==> config.mk <==
export PLATFORM = sky130hd
export DESIGN_NAME = lp_seq
export DESIGN_NICKNAME = d
export VERILOG_FILES = /design/src/rtl/lp_seq_pkg.sv /design/src/rtl/lp_evt_arb.sv /design/src/rtl/lp_clk_ctl.sv /design/src/rtl/lp_seq_fsm.sv /design/src/rtl/lp_seq.sv
export SDC_FILE = /design/constraint.sdc
export NUM_CORES = 1
export LEC_CHECK = 0
export ABC_AREA = 1
export CAP_MARGIN = 40
export CORE_MARGIN = 3
export CORE_UTILIZATION = 37
export DETAILED_ROUTE_END_ITERATION = 8
export GPL_ROUTABILITY_DRIVEN = 0
export PLACE_DENSITY_LB_ADDON = 0.2
export REMOVE_ABC_BUFFERS = 1
export SLEW_MARGIN = 40
export SYNTH_ARGS = -nofsm -noshare
export SYNTH_HDL_FRONTEND = slang
export SYNTH_SLANG_ARGS = --single-unit
==> constraint.sdc <==
create_clock -name clk_i -period 1.1 [get_ports clk_i]
set_clock_uncertainty 0.1 [all_clocks]
set_input_delay 0.22 -clock clk_i [delete_from_list [all_inputs] [get_ports clk_i]]
set_output_delay 0.22 -clock clk_i [all_outputs]
set_load 0.02 [all_outputs]
==> src/rtl/lp_seq_pkg.sv <==
package lp_seq_pkg;

  typedef enum logic [2:0] {
    ST_ACTIVE   = 3'd0,
    ST_ENTRY    = 3'd1,
    ST_IDLE_CHK = 3'd2,
    ST_LOWPWR   = 3'd3,
    ST_RESET    = 3'd4
  } lp_state_e;

  typedef enum logic [1:0] {
    CAUSE_NONE  = 2'd0,
    CAUSE_WAKE  = 2'd1,
    CAUSE_HWREQ = 2'd2
  } rst_cause_e;

endpackage

==> src/rtl/lp_evt_arb.sv <==
// Latches reset requests and orders them against wakeups.
module lp_evt_arb (
  input  logic clk_i,
  input  logic rst_ni,
  input  logic in_active_i,
  input  logic in_lp_i,
  input  logic wake_i,
  input  logic rst_req_i,
  output logic take_hw_o,
  output logic take_wake_o
);

  logic pend_q, pend_d;

  // a request latched in an earlier cycle wins over a wake seen now
  always_comb begin
    take_hw_o   = pend_q & (in_active_i | in_lp_i);
    take_wake_o = in_lp_i & wake_i & ~pend_q;
    pend_d      = rst_req_i | (pend_q & ~take_hw_o);
  end

  always_ff @(posedge clk_i or negedge rst_ni) begin
    if (!rst_ni) pend_q <= 1'b0;
    else         pend_q <= pend_d;
  end

endmodule

==> src/rtl/lp_clk_ctl.sv <==
// Clock enable generation from sequencer state and control bits.
module lp_clk_ctl #(
  parameter int N_PCLK = 3
) (
  input  logic              in_lp_i,
  input  logic              in_run_i,
  input  logic [N_PCLK-1:0] pclk_keep_i,
  input  logic              usb_lp_keep_i,
  input  logic              usb_act_off_i,
  output logic [N_PCLK-1:0] periph_clk_en_o,
  output logic              usb_clk_en_o,
  output logic              ip_clk_en_o
);

  for (genvar g = 0; g < N_PCLK; g++) begin : g_pclk
    assign periph_clk_en_o[g] = in_lp_i ? pclk_keep_i[g] : 1'b1;
  end

  assign usb_clk_en_o = in_lp_i ? usb_lp_keep_i : ~usb_act_off_i;
  assign ip_clk_en_o  = in_run_i;

endmodule

==> src/rtl/lp_seq_fsm.sv <==
// Entry / low-power / reset-phase control state machine.
module lp_seq_fsm
  import lp_seq_pkg::*;
#(
  parameter int RST_CYC = 4
) (
  input  logic       clk_i,
  input  logic       rst_ni,
  input  logic       hint_set_i,
  input  logic       cpu_sleep_i,
  input  logic       idle_all_i,
  input  logic       take_hw_i,
  input  logic       take_wake_i,
  output lp_state_e  state_o,
  output rst_cause_e cause_o,
  output logic       hint_o,
  output logic       fall_thru_o,
  output logic       abort_o
);

  localparam int CNT_W = (RST_CYC > 1) ? $clog2(RST_CYC) : 1;
  localparam logic [CNT_W-1:0] CNT_LAST = CNT_W'(RST_CYC - 1);

  lp_state_e        state_q, state_d;
  rst_cause_e       cause_q, cause_d;
  logic [CNT_W-1:0] cnt_q, cnt_d;
  logic             cnt_en;
  logic             hint_q, hint_d, hint_clr;
  logic             fall_q, fall_d, abort_q, abort_d;

  always_comb begin
    state_d  = state_q;
    cause_d  = cause_q;
    cnt_d    = cnt_q;
    cnt_en   = 1'b0;
    hint_clr = 1'b0;
    fall_d   = 1'b0;
    abort_d  = 1'b0;
    unique case (state_q)
      ST_ACTIVE: begin
        if (take_hw_i) begin
          state_d = ST_RESET;
          cause_d = CAUSE_HWREQ;
          cnt_d   = '0;
          cnt_en  = 1'b1;
        end else if (hint_q) begin
          state_d = ST_ENTRY;
        end
      end
      ST_ENTRY: begin
        if (!cpu_sleep_i) begin
          state_d  = ST_ACTIVE;
          fall_d   = 1'b1;
          hint_clr = 1'b1;
        end else begin
          state_d = ST_IDLE_CHK;
        end
      end
      ST_IDLE_CHK: begin
        if (!cpu_sleep_i || !idle_all_i) begin
          state_d  = ST_ACTIVE;
          abort_d  = 1'b1;
          hint_clr = 1'b1;
        end else begin
          state_d = ST_LOWPWR;
        end
      end
      ST_LOWPWR: begin
        if (take_hw_i || take_wake_i) begin
          state_d = ST_RESET;
          cause_d = take_hw_i ? CAUSE_HWREQ : CAUSE_WAKE;
          cnt_d   = '0;
          cnt_en  = 1'b1;
        end
      end
      ST_RESET: begin
        if (cnt_q == CNT_LAST) begin
          state_d  = ST_ACTIVE;
          cause_d  = CAUSE_NONE;
          hint_clr = 1'b1;
        end else begin
          cnt_d  = cnt_q + 1'b1;
          cnt_en = 1'b1;
        end
      end
      default: begin
        state_d = ST_ACTIVE;
        cause_d = CAUSE_NONE;
      end
    endcase
    hint_d = hint_clr ? 1'b0 : (hint_set_i | hint_q);
  end

  always_ff @(posedge clk_i or negedge rst_ni) begin
    if (!rst_ni) begin
      state_q <= ST_ACTIVE;
      cause_q <= CAUSE_NONE;
      hint_q  <= 1'b0;
      fall_q  <= 1'b0;
      abort_q <= 1'b0;
    end else begin
      state_q <= state_d;
      cause_q <= cause_d;
      hint_q  <= hint_d;
      fall_q  <= fall_d;
      abort_q <= abort_d;
    end
  end

  always_ff @(posedge clk_i or negedge rst_ni) begin
    if (!rst_ni)     cnt_q <= '0;
    else if (cnt_en) cnt_q <= cnt_d;
  end

  assign state_o     = state_q;
  assign cause_o     = cause_q;
  assign hint_o      = hint_q;
  assign fall_thru_o = fall_q;
  assign abort_o     = abort_q;

endmodule

==> src/rtl/lp_seq.sv <==
module lp_seq
  import lp_seq_pkg::*;
#(
  parameter int N_PCLK  = 3,
  parameter int RST_CYC = 4
) (
  input  logic              clk_i,
  input  logic              rst_ni,
  input  logic              lp_hint_set_i,
  input  logic              cpu_sleep_i,
  input  logic              lc_idle_i,
  input  logic              nvm_idle_i,
  input  logic              flash_idle_i,
  input  logic              wake_i,
  input  logic              rst_req_i,
  input  logic [N_PCLK-1:0] pclk_keep_i,
  input  logic              usb_lp_keep_i,
  input  logic              usb_act_off_i,
  output logic [N_PCLK-1:0] periph_clk_en_o,
  output logic              usb_clk_en_o,
  output logic              ip_clk_en_o,
  output logic              rst_req_o,
  output logic [1:0]        rst_cause_o,
  output logic              cfg_wen_o,
  output logic              hint_o,
  output logic              fall_thru_o,
  output logic              abort_o
);

  // reset: asserted asynchronously, released through two flops
  logic rst_s1_q, rst_s2_q;
  always_ff @(posedge clk_i or negedge rst_ni) begin
    if (!rst_ni) begin
      rst_s1_q <= 1'b0;
      rst_s2_q <= 1'b0;
    end else begin
      rst_s1_q <= 1'b1;
      rst_s2_q <= rst_s1_q;
    end
  end

  lp_state_e  state;
  rst_cause_e cause;
  logic       take_hw, take_wake;
  logic       in_active, in_lp, in_run;

  assign in_active = (state == ST_ACTIVE);
  assign in_lp     = (state == ST_LOWPWR);
  assign in_run    = in_active || (state == ST_ENTRY) || (state == ST_IDLE_CHK);

  lp_evt_arb u_arb (
    .clk_i       (clk_i),
    .rst_ni      (rst_s2_q),
    .in_active_i (in_active),
    .in_lp_i     (in_lp),
    .wake_i      (wake_i),
    .rst_req_i   (rst_req_i),
    .take_hw_o   (take_hw),
    .take_wake_o (take_wake)
  );

  lp_seq_fsm #(.RST_CYC(RST_CYC)) u_fsm (
    .clk_i       (clk_i),
    .rst_ni      (rst_s2_q),
    .hint_set_i  (lp_hint_set_i),
    .cpu_sleep_i (cpu_sleep_i),
    .idle_all_i  (lc_idle_i & nvm_idle_i & flash_idle_i),
    .take_hw_i   (take_hw),
    .take_wake_i (take_wake),
    .state_o     (state),
    .cause_o     (cause),
    .hint_o      (hint_o),
    .fall_thru_o (fall_thru_o),
    .abort_o     (abort_o)
  );

  lp_clk_ctl #(.N_PCLK(N_PCLK)) u_clk (
    .in_lp_i         (in_lp),
    .in_run_i        (in_run),
    .pclk_keep_i     (pclk_keep_i),
    .usb_lp_keep_i   (usb_lp_keep_i),
    .usb_act_off_i   (usb_act_off_i),
    .periph_clk_en_o (periph_clk_en_o),
    .usb_clk_en_o    (usb_clk_en_o),
    .ip_clk_en_o     (ip_clk_en_o)
  );

  assign rst_req_o   = (state == ST_RESET);
  assign rst_cause_o = cause;
  assign cfg_wen_o   = in_active;

endmodule

==> metrics.cfg <==
[detailed_routing]
avgRoutedWirePerCell_um = 11.4
vias = 738
drcViolationCount = 0
drtIter0Drc = 8
via_per_inst = 4.53
first_pass_iters = 4
wl_um = 1860
postRouteAntennaNets = 0

[layout]
antenna_cells = 0
layoutNonFillerInstCount = 163
fill_cells = 111
synthToLayoutAreaGrowth_pct = 93.6
drive_gt1_frac = 0.482
nets = 155

[yosys]
ys_ff_latch = 13
synthesis.area_sq_um = 666
ys_top_cells_by_area = dfrtp_1 (49%), nand2_1 (9.6%), inv_1 (7.9%), nand3_1 (4.5%), nor2_1 (3.9%)
synth_area_leader_cell = dfrtp_1
synth_edf_count = 0
avgSynthCellArea_sq_um = 8.12
yosysWarnings = 0
synth_cell_types = 19
synth.most_common_cell = nand2_1
synth_top_cell_area_share = 0.489
synth_cells = 82
ys_async_sr_fraction = 1.00
ys_top_cells_by_count = nand2_1 (17), inv_1 (14), dfrtp_1 (13)
synthFlopType = dfrtp_1
synth-seq-area-share = 0.489

[hold_path]
hold_class = flip-flop to async pin

[clocking]
path_clk_slew_ps = 80
cts_sinks = 13
tritoncts = built
cts_root_buffer = clkbuf_4
cts.htree.levels = 1
cts_buffer_depth = 2
worstSkewPairLatency_ps = 260
cts_buffers = 3

[setup_path]
path_max_fanout = 4
worstSetupPathType = flip-flop to output port
end_kind = output port
r2r_start = u_fsm.state_o[2]
rrSetupSlack_ps = -380
worstReg2RegEnd = u_fsm.cnt_q[0]
worstPathRequired_ps = 780
critPathArrivalTime_ps = 1240
start_kind = flip-flop
r2r_cells = 10

[global_routing]
grt_max_degree = 12
antenna_found_initial = 0
grt_pass1_wl_um = 3370
grt_usage = 0.179
grt_pass1_vias = 780
overflow = 0

[placement]
port_buffers = 25
place_hpwl_um = 1330
placed_cells = 149

[power_and_ir_drop]
p_sw_mw = 0.911
ir_drop_mv = 1.66
combPwrFrac = 0.591
intPower_mw = 1.50
leakage_nw = 0.666
p_per_area_mw_per_mm2 = 1870
switching_share = 0.378
p_seq_frac = 0.293
clock_power_share = 0.117

[sta]
finalHoldViolCount = 0
max_freq_ghz = 0.639
rsz0062_at_grt = yes
period_share = 1.42
setup_tns_ps = -5950
setup_viol = 21
fin_crit_ps = 1560
slew_violations = 0
fin_ws_ps = -464

[floorplanning]
coreArea_sq_mm = 0.00159
fp.dieH_um = 48.4
pin_count = 26
initial_core_util = 0.418
die_x_um = 48.4
num_rows = 14
die_area_sq_mm = 0.00234

[status]
violations = negative setup slack
status = finished with violations

[flow_run]
max_cap_viol_count = 0

metal layers:
layer  GRT usage  vias to the layer above  part of all wire
met5           0                        -                 0
met1       0.225                      343              0.43
met4      0.0427                        0            0.0070
li1            -                      377                 -
met2       0.323                       16              0.54
met3      0.0245                        2             0.028
worst max path at each step:
stage | to | slack [ps] | cells after the start | from
finish | periph_clk_en_o[2] | -460 | 4 | u_fsm.state_o[2]
global route | usb_clk_en_o | -540 | 5 | u_fsm.state_o[0]
CTS | periph_clk_en_o[2] | -470 | 4 | u_fsm.state_o[2]
detailed placement | periph_clk_en_o[2] | -680 | 3 | pclk_keep_i[2]
global placement | periph_clk_en_o[0] | -650 | 3 | pclk_keep_i[0]
floorplan | usb_clk_en_o | -280 | 3 | u_fsm.state_o[1]
sequential cells by signal, indices dropped and copies added, names as in the netlist:
name and cells:
u_fsm.state_o 3, u_fsm.abort_o 1, rst_s2_q 1, u_fsm.cnt_q 2, u_fsm.hint_o 1, u_fsm.fall_thru_o 1, u_fsm.cause_o 2, rst_s1_q 1
u_arb.pend_q 1
kinds of logic after synthesis:
group,after synthesis,synth area share
DFF,13,0.489
and+or+nand+nor,44,0.331
AOI/OAI and AO/OA,8,0.0714
buffers and inverters,15,0.0846
other,1,0.00563
adders and majority gates,1,0.0188
power groups by stage:
stage	sequential, mW	clock [mW]	combinational (mW)
after floorplan	0.734	0	0.491
after global placement	0.689	0	1.10
after detailed placement	0.697	0	1.12
after CTS	0.700	0.291	1.32
after global routing	0.722	0.326	1.58
final	0.706	0.281	1.42
through the flow:
stage	utilization	total power [mW]	hold WS [ps]	worst slack, ps	cell area, sq um
6_report	0.808	2.41	93.9	-464	1290
2_1_floorplan	-	1.23	-176	-284	666
4_1_cts	0.775	2.31	6.19	-471	1230
3_3_place_gp	0.678	1.79	103	-651	1080
5_1_grt	0.808	2.63	138	-537	1290
3_5_place_dp	0.678	1.82	112	-682	1080
area by class of cell:
| type | count | area, sq um | area share |
|---|---|---|---|
| multi-input cells | 54 | 362 | 0.281 |
| clock buffers | 4 | 26.3 | 0.0204 |
| flip-flops and latches | 13 | 329 | 0.255 |
| inverters | 15 | 56.3 | 0.0437 |
| repair buffers | 53 | 485 | 0.377 |
| well taps | 24 | 30.0 | 0.0233 |
critical path, cell delays in order, from the launching register on:
cell     delay [ps]
dfrtp_2         460
inv_2            90
nand3_4          70
or2_4           230
buf_6           130
placed cells by master, fill, tap and decap left out:
| cell | netlist | layout |
|---|---|---|
| nand2_2 | 2 | 5 |
| o21bai_1 | 3 | 3 |
| clkdlybuf4s50_1 | 0 | 13 |
| inv_2 | 1 | 2 |
| o21ai_0 | 2 | 1 |
| nor2_2 | 1 | 2 |
| o21ai_1 | 0 | 1 |
| a21oi_1 | 3 | 2 |
| a21oi_2 | 0 | 1 |
| nand3_4 | 0 | 2 |
| dlygate4sd3_1 | 0 | 1 |
| nor2_1 | 7 | 5 |
| nand2_1 | 17 | 13 |
| inv_1 | 14 | 13 |
| dfrtp_2 | 0 | 3 |
| nand3_1 | 6 | 3 |
| clkbuf_1 | 0 | 1 |
| nor2_4 | 1 | 2 |
| ha_1 | 1 | 1 |
| conb_1 | 1 | 1 |
| buf_4 | 0 | 25 |
| buf_6 | 0 | 14 |
| or2_4 | 0 | 3 |
| nand2_4 | 0 | 1 |
| dfrtp_1 | 13 | 10 |
| nand3b_1 | 1 | 1 |
| nand4_1 | 3 | 3 |
| nor3_4 | 0 | 1 |
| nand3_2 | 2 | 3 |
| clkbuf_4 | 0 | 3 |
timing repair:
action | CTS | global route
gates cloned | 0 | 0
setup endpoints to repair | 23 | 23
buffers inserted | 7 | 2
endpoints found under the hold margin | 0 | 2
pin swaps | 14 | 0
gates resized for setup | 92 | 7
hold buffers | 0 | 1
Power figures use the tool's default switching activity.
